==> src/rtl/bwd_pkg.sv <==
package bwd_pkg;
  localparam int ADDR_W     = 64;
  localparam int IO_W       = 32;
  localparam int IO_GRAN    = 12;
  localparam int MEM_GRAN   = 20;
  localparam int NWIN       = 6;

  // window slots, lowest index has highest priority
  localparam int SLOT_VGA_MEM = 0;
  localparam int SLOT_VGA_LO  = 1;
  localparam int SLOT_VGA_HI  = 2;
  localparam int SLOT_PREF    = 3;
  localparam int SLOT_MEM     = 4;
  localparam int SLOT_IO      = 5;

  localparam logic [ADDR_W-1:0] VGA_LO_FIRST  = 64'h3B0;
  localparam logic [ADDR_W-1:0] VGA_LO_LAST   = 64'h3BB;
  localparam logic [ADDR_W-1:0] VGA_HI_FIRST  = 64'h3C0;
  localparam logic [ADDR_W-1:0] VGA_HI_LAST   = 64'h3DF;
  localparam logic [ADDR_W-1:0] VGA_MEM_FIRST = 64'hA0000;
  localparam logic [ADDR_W-1:0] VGA_MEM_LAST  = 64'hBFFFF;

  // IO bound from an 8-bit field plus 16-bit extension
  function automatic logic [ADDR_W-1:0] io_bound(input logic [7:0] fld,
                                                 input logic [15:0] ext,
                                                 input logic is_limit);
    logic [ADDR_W-1:0] v;
    v = '0;
    v[15:12] = fld[7:4];
    if (fld[0]) v[31:16] = ext;
    if (is_limit) v[IO_GRAN-1:0] = '1;
    return v;
  endfunction

  // memory bound from a 16-bit field; optional 32-bit extension
  function automatic logic [ADDR_W-1:0] mem_bound(input logic [15:0] fld,
                                                  input logic [31:0] ext,
                                                  input logic use_ext,
                                                  input logic is_limit);
    logic [ADDR_W-1:0] v;
    v = '0;
    v[31:20] = fld[15:4];
    if (use_ext && fld[0]) v[63:32] = ext;
    if (is_limit) v[MEM_GRAN-1:0] = '1;
    return v;
  endfunction
endpackage

==> src/rtl/bwd_window_bounds.sv <==
module bwd_window_bounds
  import bwd_pkg::*;
(
  input  logic [7:0]  io_base_b,
  input  logic [7:0]  io_limit_b,
  input  logic [15:0] io_base_hi,
  input  logic [15:0] io_limit_hi,
  input  logic [15:0] mem_base_w,
  input  logic [15:0] mem_limit_w,
  input  logic [15:0] pf_base_w,
  input  logic [15:0] pf_limit_w,
  input  logic [31:0] pf_base_hi,
  input  logic [31:0] pf_limit_hi,
  input  logic        cmd_io_en,
  input  logic        cmd_mem_en,
  input  logic        vga_en,
  output logic [ADDR_W-1:0] lo [NWIN],
  output logic [ADDR_W-1:0] hi [NWIN],
  output logic [NWIN-1:0]   en,
  output logic [NWIN-1:0]   in_io_space
);
  always_comb begin
    lo[SLOT_VGA_MEM] = VGA_MEM_FIRST;
    hi[SLOT_VGA_MEM] = VGA_MEM_LAST;
    lo[SLOT_VGA_LO]  = VGA_LO_FIRST;
    hi[SLOT_VGA_LO]  = VGA_LO_LAST;
    lo[SLOT_VGA_HI]  = VGA_HI_FIRST;
    hi[SLOT_VGA_HI]  = VGA_HI_LAST;
    lo[SLOT_PREF]    = mem_bound(pf_base_w,  pf_base_hi,  1'b1, 1'b0);
    hi[SLOT_PREF]    = mem_bound(pf_limit_w, pf_limit_hi, 1'b1, 1'b1);
    lo[SLOT_MEM]     = mem_bound(mem_base_w,  32'h0, 1'b0, 1'b0);
    hi[SLOT_MEM]     = mem_bound(mem_limit_w, 32'h0, 1'b0, 1'b1);
    lo[SLOT_IO]      = io_bound(io_base_b,  io_base_hi,  1'b0);
    hi[SLOT_IO]      = io_bound(io_limit_b, io_limit_hi, 1'b1);

    en = '0;
    en[SLOT_VGA_MEM] = vga_en;
    en[SLOT_VGA_LO]  = vga_en;
    en[SLOT_VGA_HI]  = vga_en;
    en[SLOT_PREF]    = cmd_mem_en;
    en[SLOT_MEM]     = cmd_mem_en;
    en[SLOT_IO]      = cmd_io_en;

    in_io_space = '0;
    in_io_space[SLOT_VGA_LO] = 1'b1;
    in_io_space[SLOT_VGA_HI] = 1'b1;
    in_io_space[SLOT_IO]     = 1'b1;
  end
endmodule

==> src/rtl/bwd_range_cmp.sv <==
module bwd_range_cmp #(
  parameter int W = 64
) (
  input  logic         en,
  input  logic [W-1:0] lo,
  input  logic [W-1:0] hi,
  input  logic [W-1:0] addr,
  output logic         hit
);
  logic non_empty;
  assign non_empty = (lo <= hi);
  assign hit = en && non_empty && (addr >= lo) && (addr <= hi);
endmodule

==> src/rtl/bwd_onehot_pick.sv <==
module bwd_onehot_pick #(
  parameter int N = 6
) (
  input  logic [N-1:0] raw,
  output logic [N-1:0] pick
);
  // isolate lowest set bit
  assign pick = raw & (~raw + N'(1));
endmodule

==> src/rtl/bridge_window_decode.sv <==
module bridge_window_decode
  import bwd_pkg::*;
(
  input  logic              clk,
  input  logic              rst_n,
  input  logic              req_valid,
  input  logic              req_is_io,
  input  logic [63:0]       req_addr,
  input  logic              cmd_io_en,
  input  logic              cmd_mem_en,
  input  logic              vga_en,
  input  logic [7:0]        io_base_b,
  input  logic [7:0]        io_limit_b,
  input  logic [15:0]       io_base_hi,
  input  logic [15:0]       io_limit_hi,
  input  logic [15:0]       mem_base_w,
  input  logic [15:0]       mem_limit_w,
  input  logic [15:0]       pf_base_w,
  input  logic [15:0]       pf_limit_w,
  input  logic [31:0]       pf_base_hi,
  input  logic [31:0]       pf_limit_hi,
  output logic              hit_o,
  output logic [5:0]        win_sel_o
);
  logic [ADDR_W-1:0] lo [NWIN];
  logic [ADDR_W-1:0] hi [NWIN];
  logic [NWIN-1:0]   en;
  logic [NWIN-1:0]   in_io_space;
  logic [ADDR_W-1:0] io_addr;
  logic [NWIN-1:0]   raw_match;
  logic [NWIN-1:0]   pick;

  bwd_window_bounds u_bounds (
    .io_base_b   (io_base_b),
    .io_limit_b  (io_limit_b),
    .io_base_hi  (io_base_hi),
    .io_limit_hi (io_limit_hi),
    .mem_base_w  (mem_base_w),
    .mem_limit_w (mem_limit_w),
    .pf_base_w   (pf_base_w),
    .pf_limit_w  (pf_limit_w),
    .pf_base_hi  (pf_base_hi),
    .pf_limit_hi (pf_limit_hi),
    .cmd_io_en   (cmd_io_en),
    .cmd_mem_en  (cmd_mem_en),
    .vga_en      (vga_en),
    .lo          (lo),
    .hi          (hi),
    .en          (en),
    .in_io_space (in_io_space)
  );

  // IO space sees only the low address bits
  assign io_addr = {{(ADDR_W-IO_W){1'b0}}, req_addr[IO_W-1:0]};

  for (genvar g = 0; g < NWIN; g++) begin : g_win
    logic space_ok;
    logic [ADDR_W-1:0] cmp_addr;
    assign space_ok = (in_io_space[g] == req_is_io);
    assign cmp_addr = in_io_space[g] ? io_addr : req_addr;
    bwd_range_cmp #(.W(ADDR_W)) u_cmp (
      .en   (en[g] && space_ok),
      .lo   (lo[g]),
      .hi   (hi[g]),
      .addr (cmp_addr),
      .hit  (raw_match[g])
    );
  end

  bwd_onehot_pick #(.N(NWIN)) u_pick (
    .raw  (raw_match),
    .pick (pick)
  );

  always_ff @(posedge clk) begin
    if (!rst_n) begin
      hit_o     <= 1'b0;
      win_sel_o <= '0;
    end else if (req_valid) begin
      hit_o     <= |pick;
      win_sel_o <= pick;
    end else begin
      hit_o     <= 1'b0;
      win_sel_o <= '0;
    end
  end
endmodule

==> config.mk <==
export PLATFORM = sky130hd
export DESIGN_NAME = bridge_window_decode
export DESIGN_NICKNAME = d
export VERILOG_FILES = /design/src/rtl/bwd_pkg.sv /design/src/rtl/bwd_window_bounds.sv /design/src/rtl/bwd_range_cmp.sv /design/src/rtl/bwd_onehot_pick.sv /design/src/rtl/bridge_window_decode.sv
export SDC_FILE = /design/constraint.sdc
export NUM_CORES = 1
export LEC_CHECK = 0
export BUFFER_PORTS_ARGS = -buffer_cell sky130_fd_sc_hd__buf_4
export CAP_MARGIN = 20
export CORE_ASPECT_RATIO = 2
export CORE_MARGIN = 2
export CORE_UTILIZATION = 46
export CTS_CLUSTER_DIAMETER = 100
export DETAILED_ROUTE_END_ITERATION = 10
export GPL_TIMING_DRIVEN = 0
export PLACE_DENSITY = 0.8
export RECOVER_POWER = 50
export SETUP_SLACK_MARGIN = 0.2
export SYNTH_ARGS = -nofsm -noshare
export SYNTH_HDL_FRONTEND = slang
export SYNTH_SLANG_ARGS = --single-unit
==> constraint.sdc <==
create_clock -name clk -period 2.65 [get_ports clk]
set_input_delay 0.265 -clock clk [delete_from_list [all_inputs] [get_ports clk]]
set_output_delay 0.265 -clock clk [all_outputs]
set_load 0.005 [all_outputs]
After elaboration in Yosys (flattened, before gate mapping). Index checks and enable logic that the tools add are counted.

Bits of input ports: 247. Register bits: 7. Word-level logic and storage cells: 46. Output and inout port bits: 7.

Mux-type cells: 4. Reduce and logical (&&, ||, !) cells: 21. Add/subtract/negate cells: 1. $lt $le $gt $ge: 15. Bitwise logic cells: 3.

Operator list (number): less-or-equal comparator 64 bit (2); less-or-equal comparator 32 bit (3); greater-or-equal comparator 32 x 10 -> 1 bit (second input constant) (2); greater-or-equal comparator 64 x 20 -> 1 bit (second input constant) (1); greater-or-equal comparator 64 x 32 -> 1 bit (1); greater-or-equal comparator 64 bit (1); less-or-equal comparator 32 x 10 -> 1 bit (second input constant) (2); less-or-equal comparator 64 x 20 -> 1 bit (second input constant) (1); less-or-equal comparator 64 x 32 -> 1 bit (1); 2-to-1 mux 32 bit (2); greater-or-equal comparator 32 bit (1); 2-to-1 mux 16 bit (2); logical AND 1 bit (19); adder 6 x 1 -> 6 bit (second input constant) (1); bitwise AND 6 bit (1); NOT 6 bit (1); OR reduction 6 bit (1); AND reduction 2 bit (1); NOT 1 bit (1).

Longest topological paths before layout. Gate-level depths: netlist of run 1.

Depth in word-level cells: 9. Depth in mapped cells: 13. Depth with buffers taken out: 11.

Cells and area by module. From an unflattened synthesis of run 1, not the netlist that was laid out.

Cell total of the unflattened synthesis: 4743. Area total of the unflattened synthesis: 34961.0 um^2.

By module, submodules not included: bwd_range_cmp at g_win[0].u_cmp ... (instances 5, cells each 619, sequential area each 0.0 um^2, area an instance 4580.6 um^2); bwd_window_bounds (instances 1, cells each 790, sequential area each 0.0 um^2, area an instance 5868.1 um^2); bwd_range_cmp at g_win[5].u_cmp (instances 1, cells each 613, sequential area each 0.0 um^2, area an instance 4570.6 um^2); bridge_window_decode (instances 1, cells each 238, sequential area each 140.1 um^2, area an instance 1560.2 um^2); bwd_onehot_pick (instances 1, cells each 7, sequential area each 0.0 um^2, area an instance 58.8 um^2).

Worst setup path before layout of run 1. OpenSTA, ideal clock, no wires.

Path type: input port to flip-flop. From: in pf_limit_w[0]. To: reg hit_o. Library setup time: 0.060 ns. Arrival time: 2.563 ns. Data required time: 2.590 ns. Path buffers: 1. Stages: 11. Slack: 0.028 ns. Cells stage by stage: clkbuf_1 nand2_1 ha_1 a21oi_1 nand2_1 a221o_1 a211o_1 nor4_1 o221ai_1 a211oi_2 o311a_1.

Cells in the longest elaborated chain, start to end: 9. Elaborated cells on any way between the ends: 10. Those cells by class: 1 x add/sub; 2 x order compare; 1 x mux; 2 x bitwise; 4 x reduce/logical.

Ends and longest elaborated chain: start: declaration (RTL line bridge_window_decode.sv:19) `input logic [15:0] pf_limit_w,`; 2-to-1 mux 32 bit (*) (RTL line bwd_pkg.sv:43) `if (use_ext && fld[0]) v[63:32] = ext;`; less-or-equal comparator 64 bit (RTL line bwd_range_cmp.sv:11) `assign non_empty = (lo <= hi);`; logical AND 1 bit (2 in a row) (RTL line bwd_range_cmp.sv:12) `assign hit = en && non_empty && (addr >= lo) && (addr <= hi);`; logical AND 1 bit (*) (RTL line bwd_range_cmp.sv:12); NOT 6 bit (RTL line bwd_onehot_pick.sv:8) `assign pick = raw & (~raw + N'(1));`; adder 6 x 1 -> 6 bit (RTL line bwd_onehot_pick.sv:8); bitwise AND 6 bit (*) (RTL line bwd_onehot_pick.sv:8); OR reduction 6 bit (*) (RTL line bridge_window_decode.sv:80) `hit_o <= |pick;`; end signal: assignment (RTL line bridge_window_decode.sv:80); end: declaration (RTL line bridge_window_decode.sv:22) `output logic hit_o,`.

Mark *: on every way between the ends. The rest lies on a longest branch, timed or not. A chain may end at the register's enable or synchronous reset.

Worst setup path after layout of run 1. Same ends and word-level chain as after synthesis.

==> results.md, run 1 <==
- The logic depth of the worst path, buffers included is 12.
- The cell internal power dissipation is 1.01 mW.
- The worst hold path startpoint is req_addr[5].
- Yosys printed 0 warnings.
- The synthesized design contains 0 enable-type register cells.
- The number of antenna diodes in the final layout is 0.
- The switching share of power is 0.445.
- The worst slack on hold paths is 250 ps.
- The number of distinct library cells after synthesis is 48.
- Summed over all layers, the global routing overflow is 0.
- The share of async-settable or async-resettable flops after synthesis is 0.
- The clock net in this run drives a total of 7 sinks.
- The worst supply voltage drop on vdd is 0.257 mV.
- In this run the worst path has a maximum fanout of 6.
- The number of rows in the core area is 59.
- The worst setup path is captured at a flip-flop.
- The clock passes through at most 2 buffers.
- At the end of the flow the core is filled with cells to 0.684.
- The total number of nets in the final design is 1551.
- The wire length of the first global-routing pass is 35000 um.
- Among cell families on the critical path, the largest total delay comes from compound AO/OA/AOI/OAI gates.
- The count of buffers added on input and output ports is 231.
- In the layout the commonest cells are 235 x sky130_fd_sc_hd__buf_4, 205 x sky130_fd_sc_hd__ha_1, 123 x sky130_fd_sc_hd__nand2_1.
- Setup repair after global routing could not meet its margin everywhere.
- The sum of routed wire length over all layers is 23700 um.
- Of the total power, registers draw 0.059.
- Of the post-synthesis cell area, the dominant cell type holds 0.467.
- At the worst endpoint, the required time is 2800 ps.
- The total clock buffers created by CTS is 3.
- The area of the mapped netlist is 0.00603 mm2.
- Across the run, the number of max-cap violations was 0.
- The number of nets in the synthesized netlist is 1303.
- The relative slew slack is 0.558.
- Setup violations remaining at the end of the flow were counted as 0.
- The post-synthesis cell type with the largest combined area is sky130_fd_sc_hd__ha_1.
- The share of total power dissipated in the clock network is 0.140.
- The number of cells produced by synthesis is 831.
- The worst slack at placement is -722 ps.
- The clock input transition at the sequential cells of the worst setup and hold paths is 40 ps.
- Setup slack closes at 19.6 ps.
- The number of pins exceeding their max-slew limit in the final report is 0.
- The largest individual stage delay along the critical path comes from the cell sky130_fd_sc_hd__a221o_1.
- Routability-driven placement finished with a final weighted congestion of 1.02.
- The initial detailed-routing violation count is 312.
- The number of antenna violations at the first check in global routing is 0.
- The flow ran to the end, and the final reports show no timing, DRC or antenna violations.
- The die covers 0.0141 mm2.
- The leakage power of the design is 4.78 nW.
- The maximum number of pins on one net before global-route repair is 11.
- The combinational cell fraction of total power is 0.801.
- The number of H-tree branching levels is 1.
- The layout cell share with drive strength beyond 1 is 0.319.
- The critical path in this run is classified as in2reg.
- The first detailed-routing pass took 7 iterations.
- The total track usage is 0.308.
- In this design, the stage delay of the slowest critical-path cell is 350 ps.
- The area growth from synthesis to final layout is 46.7%.
- The fraction of the cycle the final worst path needs is 0.993.
- Power comes to 1.81 mW.
- The detailed router placed 7501 vias in this run.
- Traced cell by cell, the critical path runs through buf_12, buf_8, nand2_4, ha_4, a21oi_1, o21ai_1, a221o_1, a211o_1, nor4_2, o221ai_2, a211oi_2, o311a_1.
- The type of the most critical hold path is in2reg.
- The boundary pin count is 254.
- Sorting the synthesized cells by area gives the leading types as sky130_fd_sc_hd__ha_1 47%, sky130_fd_sc_hd__nand2_1 9.1%, sky130_fd_sc_hd__inv_1 6.5%.
- The die is 84.9 um wide.
- After detailed routing, the number of vias per cell comes to 6.10.
- The critical path data arrival time is 2780 ps.
- The critical path launch point is pf_limit_w[0].
- In this run the mean area of a mapped cell was 7.25 um2.
- The switching power is 0.807 mW.
- Together, buffers and inverters on the worst path number 2.
- The share of the Yosys chip area taken by registers is 0.0233.
- The sum of net half-perimeters after detailed placement is 19600 um.
- The number of global-route vias before repair is 7800.
- The count of nets left with antenna violations once routing finished came out at 0.
- The CTS tree is done.
- The most used flip-flop cell after synthesis is sky130_fd_sc_hd__dfxtp_1.
- The most common cell after layout, fill and taps aside is sky130_fd_sc_hd__buf_4.
- The slew of the pin with the lowest slew margin is 657 ps.
- The clock root buffer is sky130_fd_sc_hd__clkbuf_16.
- The core region area is 0.0129 mm2.
- The post-route minimum period is 2630 ps.
- The register bit count reported by yosys is 7.
- After routing the design area is 0.00884 mm2.
- The number of hold violations in the final report was 0.
- STA classifies the critical path startpoint as an input pin.
- Static timing analysis puts the maximum clock frequency at 380 MHz.
- The placed instances occupy a cell area of 0.00795 mm2.
- The critical path endpoint is hit_o.
- From bottom edge to top edge, the die measures 166 um.
- The initial utilization of the core area, before any placement, comes to 0.467.
- The average wire per standard cell is 19.3 um.
- For this run, design rule violations remaining after detail routing come to 0.
- Power spread over the standard cell area amounts to 205 mW/mm2.
how the worst min path moves through the flow:
stage / slack (ps) / cells past startpoint / to
after floorplan: 340 / 1 / win_sel_o[2]
after global placement: 480 / 2 / win_sel_o[2]
after detailed placement: 480 / 2 / win_sel_o[2]
after CTS: 250 / 2 / win_sel_o[2]
after global routing: 260 / 2 / win_sel_o[2]
final: 250 / 2 / win_sel_o[2]
per-layer routing:
layer	GRT usage	up-vias	wire, um	share of wire
met3	0.0244	159	1060	0.045
li1	-	3566	-	-
met1	0.262	3425	7380	0.31
met4	0.253	0	2330	0.098
met5	0	-	0	0
met2	0.610	351	12900	0.55
state kept, by name (all words and copies together) (netlist names):
| name | count |
|---|---|
| hit_o | 1 |
| win_sel_o | 6 |
power by group through the flow:
| stage | clock [mW] | sequential (mW) | combinational (mW) |
|---|---|---|---|
| after floorplan | 0 | 0.108 | 0.671 |
| after global placement | 0 | 0.108 | 1.19 |
| after detailed placement | 0 | 0.108 | 1.23 |
| after CTS | 0.257 | 0.107 | 1.35 |
| after global routing | 0.261 | 0.107 | 1.60 |
| final | 0.254 | 0.107 | 1.45 |
cell families after synthesis:
kind of cell / after synthesis / synth area share
AOI/OAI and AO/OA: 191 / 0.202
adders and majority gates: 225 / 0.467
buffers and inverters: 116 / 0.0722
DFF: 7 / 0.0233
and+or+nand+nor: 292 / 0.235
timing repair:
item | 4_1_cts | 5_1_grt
endpoints found under the setup margin | 4 | 4
endpoints found under the hold margin | 0 | 0
gates resized for setup | 99 | 41
pin swaps | 27 | 26
setup buffers | 4 | 7
hold buffers | 0 | 0
cloned | 1 | 0
cell type report:
cell class | instances | area, um2
multi-input combinational | 708 | 6040
clock buffer | 4 | 78.8
timing repair buffer | 243 | 1840
inverter | 106 | 398
tap | 152 | 190
fill | 1066 | 4080
buffer | 10 | 160
sequential | 7 | 140
cells in the mapped netlist (2+ instances only):
| library cell | n |
|---|---|
| sky130_fd_sc_hd__nand4_1 | 42 |
| sky130_fd_sc_hd__a21oi_1 | 74 |
| sky130_fd_sc_hd__dfxtp_1 | 7 |
| sky130_fd_sc_hd__a221o_1 | 3 |
| sky130_fd_sc_hd__nor2_1 | 24 |
| sky130_fd_sc_hd__nand2_1 | 146 |
| sky130_fd_sc_hd__ha_1 | 225 |
| sky130_fd_sc_hd__o21ai_0 | 22 |
| sky130_fd_sc_hd__inv_1 | 105 |
| sky130_fd_sc_hd__o21bai_1 | 2 |
| sky130_fd_sc_hd__and4_1 | 4 |
| sky130_fd_sc_hd__o211ai_1 | 5 |
| sky130_fd_sc_hd__a21o_1 | 31 |
| sky130_fd_sc_hd__o21a_1 | 5 |
| sky130_fd_sc_hd__nand3_1 | 18 |
| sky130_fd_sc_hd__nor2b_1 | 6 |
| sky130_fd_sc_hd__nand2b_1 | 3 |
| sky130_fd_sc_hd__o21ai_1 | 9 |
| sky130_fd_sc_hd__clkbuf_1 | 10 |
| sky130_fd_sc_hd__a211oi_1 | 16 |
| sky130_fd_sc_hd__nor4_1 | 23 |
| sky130_fd_sc_hd__a2111oi_0 | 3 |
| sky130_fd_sc_hd__nand4b_1 | 2 |
| sky130_fd_sc_hd__a41o_1 | 2 |
| sky130_fd_sc_hd__or3_1 | 2 |
| sky130_fd_sc_hd__a221oi_1 | 7 |
| sky130_fd_sc_hd__or4_1 | 4 |
| sky130_fd_sc_hd__nor4_2 | 3 |
| sky130_fd_sc_hd__nor3_1 | 9 |
metrics by stage:
stage	std cells	setup TNS, ps
6_report	1230	0
5_1_grt	1230	-29.3
4_1_cts	1223	0
3_5_place_dp	1214	-2370
3_3_place_gp	1214	-2240
2_1_floorplan	831	0
Power figures use the tool's default switching activity.
==> run 2, diff against run 1 <==
--- a/constraint.sdc
+++ b/constraint.sdc
@@ -3,2 +3,2 @@
 set_output_delay 0.265 -clock clk [all_outputs]
-set_load 0.005 [all_outputs]
+set_load 0.01 [all_outputs]
==> run 2 against run 1 <==
  * Combinational power hardly changed
  * Final area is 0.21% lower
  * Die area stayed put
  * Critical endpoint unchanged
  * Sequential share of layout area hardly changed
  * Final cell count stayed put
  * Clock-buffer cell count stayed put
  * Flip-flop and latch count stayed put
  * Via count stayed put
  * Worst setup slack hardly changed
  * Non-clock buffer count stayed put
==> results.md, run 2 (synthesis results as in run 1) <==
- The tree is rooted in a sky130_fd_sc_hd__clkbuf_16.
- The endpoint required time on the critical path is 2800 ps.
- The die footprint is 0.0141 mm2.
- The sum of routed wire length over all layers is 23700 um.
- The cell area after placement is 0.00795 mm2.
- Clock-pin slew was measured on the worst setup and hold paths at 40 ps.
- The via count is 7501.
- The y dimension of the die is 166 um.
- After global routing the overflow that remains totals 0.
- The critical path data arrival time is 2780 ps.
- The number of H-tree branching levels is 1.
- The design draws 1.81 mW.
- The CTS tree is done.
- Setup total negative slack on the finished layout was measured at 0 ps.
- The sum of net half-perimeters after detailed placement is 19600 um.
- The final standard cell area without fillers is 0.00882 mm2.
- For this run, the share of the core covered by cells in the final layout is 0.683.
- The register with the most flip-flops in the layout has 6 of them.
- The maximum root-to-sink buffer count is 2.
- The width of the die is 84.9 um.
- For this design the static power due to leakage is 4.76 nW.
- The cell internal power dissipation is 1.01 mW.
- The type of destination of the critical path is a flip-flop.
- The layout cell share with drive strength beyond 1 is 0.314.
- The number of routed nets with antenna violations is 0.
- The number of antenna violations at the first check in global routing is 0.
- Setup violations remaining at the end of the flow were counted as 0.
- Dividing the detail-routed wire length by the instance count gives 19.3 um.
- Entering global routing, the biggest net connects 11 pins.
- In this run the worst path has a maximum fanout of 6.
- The first global-routing pass estimated 35000 um of wire.
- The most common cell after layout, fill and taps aside is sky130_fd_sc_hd__buf_4.
- Derived from the worst setup path, the maximum achievable clock frequency is 380 MHz.
- STA classifies the critical path startpoint as an input pin.
- For this run, design rule violations remaining after detail routing come to 0.
- Of the total power, the clock network draws 0.140.
- The kind of critical path is in2reg.
- The number of antenna diodes in the final layout is 0.
- Pin placement for this block handled 254 I/O pins.
- The total number of nets in the final design is 1551.
- For the pin with the worst max-slew slack, the measured transition is 657 ps.
- The share of total power dissipated in combinational logic is 0.801.
- In this run the tool buffered the top-level ports with 231 buffer cells.
- The tree built by TritonCTS fans out to 7 sinks.
- The post-route minimum period is 2630 ps.
- The initial cell density of the core is 0.467.
- The number of pins exceeding their max-slew limit in the final report is 0.
- Compared with the post-synthesis result, the final layout area differs by 46.4%.
- Of the total power, the share spent switching nets is 0.445.
- The fraction of power consumed by sequential logic is 0.059.
- Max-cap violations in this run came to 0.
- The number of global-route vias before repair came to 7800.
- The number of hold violations in the final report is 0.
- The flow ran to the end, and the final reports show no timing, DRC or antenna violations.
- Power spread over the standard cell area amounts to 206 mW/mm2.
- The switching power is 0.807 mW.
- The number of vias per cell after detailed routing is 6.10.
- Counting flops per register, the top entry is win_sel_o.
- The global placement routability congestion is 1.02.
- The worst-case IR drop observed on VDD is 0.257 mV.
- The relative slew slack is 0.558.
- Setup repair after global routing could not meet its margin everywhere.
- Across every metal layer, demand over resource in global routing totals 0.308.
- The fraction of the cycle the final worst path needs is 0.993.
- The initial detailed-routing violation count is 313.
- The largest registers in the layout are win_sel_o: 6 flops, hit_o: 1 flops.
- The number of rows in the core area is 59.
- Hold repair after CTS inserted 0 buffers.
- The first detailed-routing pass ran for 7 iterations.
- The total clock buffers created by CTS is 3.
- In the layout the commonest cells are 235 x sky130_fd_sc_hd__buf_4, 205 x sky130_fd_sc_hd__ha_1, 123 x sky130_fd_sc_hd__nand2_1.
- In this run the worst hold path is classified as in2reg.
- The core region area is 0.0129 mm2.
==> run 2: cell counts in the layout (fill, tap and decap cells not counted) <==
Identical to the previous run, type by type.
==> run 2: worst max-delay path, stage by stage <==
cell and delay, ps:
sky130_fd_sc_hd__buf_12 120, sky130_fd_sc_hd__buf_8 140, sky130_fd_sc_hd__nand2_4 80, sky130_fd_sc_hd__ha_4 200, sky130_fd_sc_hd__a21oi_1 170, sky130_fd_sc_hd__o21ai_1 110
sky130_fd_sc_hd__a221o_1 350, sky130_fd_sc_hd__a211o_1 330, sky130_fd_sc_hd__nor4_2 340, sky130_fd_sc_hd__o221ai_2 140, sky130_fd_sc_hd__a211oi_2 250, sky130_fd_sc_hd__o311a_1 280
==> run 2: power groups by stage <==
stage          Combinational [mW]  Clock, mW  Sequential (mW)
2_1_floorplan               0.671          0            0.109
3_3_place_gp                 1.19          0            0.108
3_5_place_dp                 1.23          0            0.108
4_1_cts                      1.35      0.257            0.107
5_1_grt                      1.60      0.261            0.107
6_report                     1.45      0.254            0.107
==> run 2: worst paths after layout <==
check | start | to | slack [ps] | depth (start not counted)
max | pf_limit_w[0] | hit_o | 20 | 12
min | req_addr[5] | win_sel_o[2] | 250 | 2
==> run 2: stage by stage <==
step / hold WS [ps] / instances / worst slack, ps
after floorplan: 341 / 831 / 203
after global placement: 484 / 1214 / -678
after detailed placement: 483 / 1214 / -722
after CTS: 249 / 1223 / 194
after global routing: 256 / 1230 / -29.3
final: 249 / 1230 / 19.6
==> run 2: per-layer routing <==
layer | part of all wire | up-vias | track usage
met4 | 0.098 | 0 | 0.253
met1 | 0.31 | 3424 | 0.262
li1 | - | 3566 | -
met2 | 0.55 | 352 | 0.610
met3 | 0.045 | 159 | 0.0244
met5 | 0 | - | 0
==> run 2: final cells by class <==
cell class	instances	area, um2
fillers	1074	4100
multi-input cells	708	6040
clock buffers	4	78.8
plain buffers	10	160
flip-flops and latches	7	140
inverters	106	398
well taps	152	190
repair buffers	243	1820
==> run 2: repair_timing <==
item	CTS	global route
gates resized for setup	99	41
gates cloned	1	0
setup endpoints to repair	4	4
pin swaps	27	26
setup buffers	4	7
==> run 3, diff against run 2 <==
PLACE_DENSITY = 0.79   (was 0.8)
==> run 3 against run 2 <==
  * Final cell count hardly changed
  * Core utilization down 0.75 points
  * Sequential share of layout area about the same
  * Highest routed layer unchanged
==> results.md, run 3 (synthesis results as in run 1) <==
- The element type at the critical path start is an input pin.
- The number of pins exceeding their max-slew limit in the final report was 0.
- The kind of critical path is in2reg.
- The number of routed nets with antenna violations is 0.
- The worst-case IR drop observed on VDD is 0.321 mV.
- For this run, design rule violations remaining after detail routing come to 0.
- For this design the ratio of total power to cell area is 206 mW/mm2.
- The post-route core utilization is 0.675.
- The number of global-route vias before repair came to 7995.
- The initial detailed-routing violation count is 307.
- The total overflow left after global routing is 0.
- After clock tree synthesis, the clock-pin slew on the worst setup and hold paths is 40 ps.
- Measured along the y axis, the die boundary spans 166 um.
- The type of the most critical hold path is in2reg.
- At the pin with the least slew margin, the transition time is 642 ps.
- The average wire per standard cell is 19.7 um.
- The count of buffers from port buffering is 231.
- The critical path data arrival time is 2570 ps.
- The layout cell share with drive strength beyond 1 is 0.305.
- The library cell used most frequently in the layout, excluding fill and tap cells, is sky130_fd_sc_hd__buf_4.
- The number of hold violations in the final report is 0.
- For this run, the total global-route usage over all layers was measured as 0.321.
- Static timing analysis puts the maximum clock frequency at 407 MHz.
- The boundary pin count is 254.
- More flip-flops sit in one register than any other, and that register is win_sel_o.
- Hold is met by 247 ps.
- The post-route minimum period is 2460 ps.
- The number of H-tree branching levels is 1.
- After floorplanning, the core was sized to cover 0.0129 mm2.
- The number of endpoints failing setup at the final stage is 0.
- The net count of the finished layout is 1550.
- The global placement routability congestion is 0.993.
- The die footprint is 0.0141 mm2.
- Summed over all nets, the half-perimeter wirelength after detailed placement is 19700 um.
- TritonCTS built the clock tree.
- Setup repair after global routing could not meet its margin everywhere.
- Dividing the final minimum period by the clock period gives 0.927.
- The area growth from synthesis to final layout is 44.8%.
- Entering global routing, the biggest net connects 11 pins.
- Along the worst hold path, the cell count comes to 2.
- The worst hold path begins at req_addr[5].
- The relative slew slack is 0.568.
- The type of destination of the critical path is a flip-flop.
- The initial cell density of the core is 0.467.
- The flip-flop count of the largest register after layout is 6.
- After detailed routing, the total wire length is 24200 um.
- The number of antenna violations at the first check in global routing was 0.
- The first global-routing pass estimated 36500 um of wire.
- Data on the critical path is required at its endpoint by 2760 ps.
- The total clock buffers created by CTS is 3.
- The worst hold path endpoint is win_sel_o[2].
- The number of rows in the core area is 59.
- The run finished with clean final reports.
- Before antenna repair, the detailed router went through 5 iterations.
- In the layout the commonest cells are 232 x sky130_fd_sc_hd__buf_4, 206 x sky130_fd_sc_hd__ha_1, 123 x sky130_fd_sc_hd__nand2_1.
- The max-capacitance violation count is 0.
- Along the worst path, the maximum fanout reaches 10.
- 0 antenna diodes ended up in the layout.
- The die is 84.9 um wide.
- The largest registers in the layout are win_sel_o: 6 flops, hit_o: 1 flops.
- The longest clock path from root to sink contains 2 buffers.
- The analysis attributes to cell leakage a power of 4.74 nW.
- The number of sinks driven by the clock tree is 7.
- Summing over every cut layer, the via total after detailed routing is 7569.
- Using the TritonRoute via totals, the vias-per-cell ratio works out to 6.16.
- In this run the clock root is driven by a sky130_fd_sc_hd__clkbuf_16.
## run 3: changes by cell type in the layout (fill, tap and decap cells not counted), moves of 2 or more
cell	delta
sky130_fd_sc_hd__nand2_2	+4
sky130_fd_sc_hd__clkbuf_16	-2
sky130_fd_sc_hd__nor4_1	+2
sky130_fd_sc_hd__a21oi_1	+2
sky130_fd_sc_hd__and2_1	-2
sky130_fd_sc_hd__clkbuf_4	+2
sky130_fd_sc_hd__a21oi_2	-3
sky130_fd_sc_hd__clkbuf_8	+2
sky130_fd_sc_hd__nand2_4	-4
sky130_fd_sc_hd__buf_4	-3
sky130_fd_sc_hd__nor4_2	-3
## run 3: stage by stage
| step | power, mW | TNS, ps | area [um2] | instances | worst slack, ps |
|---|---|---|---|---|---|
| global placement | 1.29 | -2180 | 7950 | 1214 | -608 |
| floorplan | 0.779 | 0 | 6030 | 831 | 203 |
| detailed placement | 1.33 | -2070 | 7950 | 1214 | -545 |
| global route | 1.96 | 0 | 8720 | 1229 | 106 |
| finish | 1.79 | 0 | 8720 | 1229 | 193 |
| CTS | 1.69 | 0 | 8490 | 1227 | 202 |
## run 3: worst max-delay path by stage
stage	startpoint	to	slack, ps	depth (start not counted)
after global placement	pf_limit_w[0]	hit_o	-610	12
after CTS	pf_limit_w[0]	hit_o	200	12
after floorplan	io_base_b[0]	hit_o	200	11
final	pf_base_w[0]	hit_o	190	12
after detailed placement	pf_limit_w[0]	hit_o	-550	12
after global routing	pf_limit_w[0]	hit_o	110	12
## run 3: worst max-delay path, cell delays in order
cell and delay [ps]:
sky130_fd_sc_hd__buf_4 120, sky130_fd_sc_hd__buf_4 180, sky130_fd_sc_hd__nand2_1 100, sky130_fd_sc_hd__ha_1 320, sky130_fd_sc_hd__nand4_1 190, sky130_fd_sc_hd__nor2_1 60
sky130_fd_sc_hd__a221o_1 370, sky130_fd_sc_hd__a211oi_2 240, sky130_fd_sc_hd__o21ai_1 130, sky130_fd_sc_hd__a21oi_2 200, sky130_fd_sc_hd__a211oi_4 70, sky130_fd_sc_hd__o311a_1 320
## run 3: final cells by class
class	count	area, um2
Buffer	10	131
Clock buffer	4	78.8
Fill cell	1109	4190
Inverter	106	398
Multi-Input combinational cell	708	5970
Sequential cell	7	140
Tap cell	152	190
Timing Repair Buffer	242	1810
## run 3: timing repair
item,4_1_cts,5_1_grt
buffers inserted,7,2
pin swaps,20,15
endpoints found under the setup margin,4,4
resized for setup,78,43
hold buffers,0,0
gates cloned,2,0
## run 3: power breakdown
group	total [mW]	internal [mW]	switching (mW)
combinational	1.43	0.685	0.744
sequential	0.107	0.107	0.000202
clock	0.258	0.200	0.0579
total	1.79	0.992	0.802
## run 3: per-layer routing
layer  up-vias  global-route usage  part of all wire
met1      3456               0.273              0.31
li1       3568                   -                 -
met2       390               0.633              0.54
met4         0               0.257             0.097
met3       155              0.0333             0.047
met5         -                   0                 0
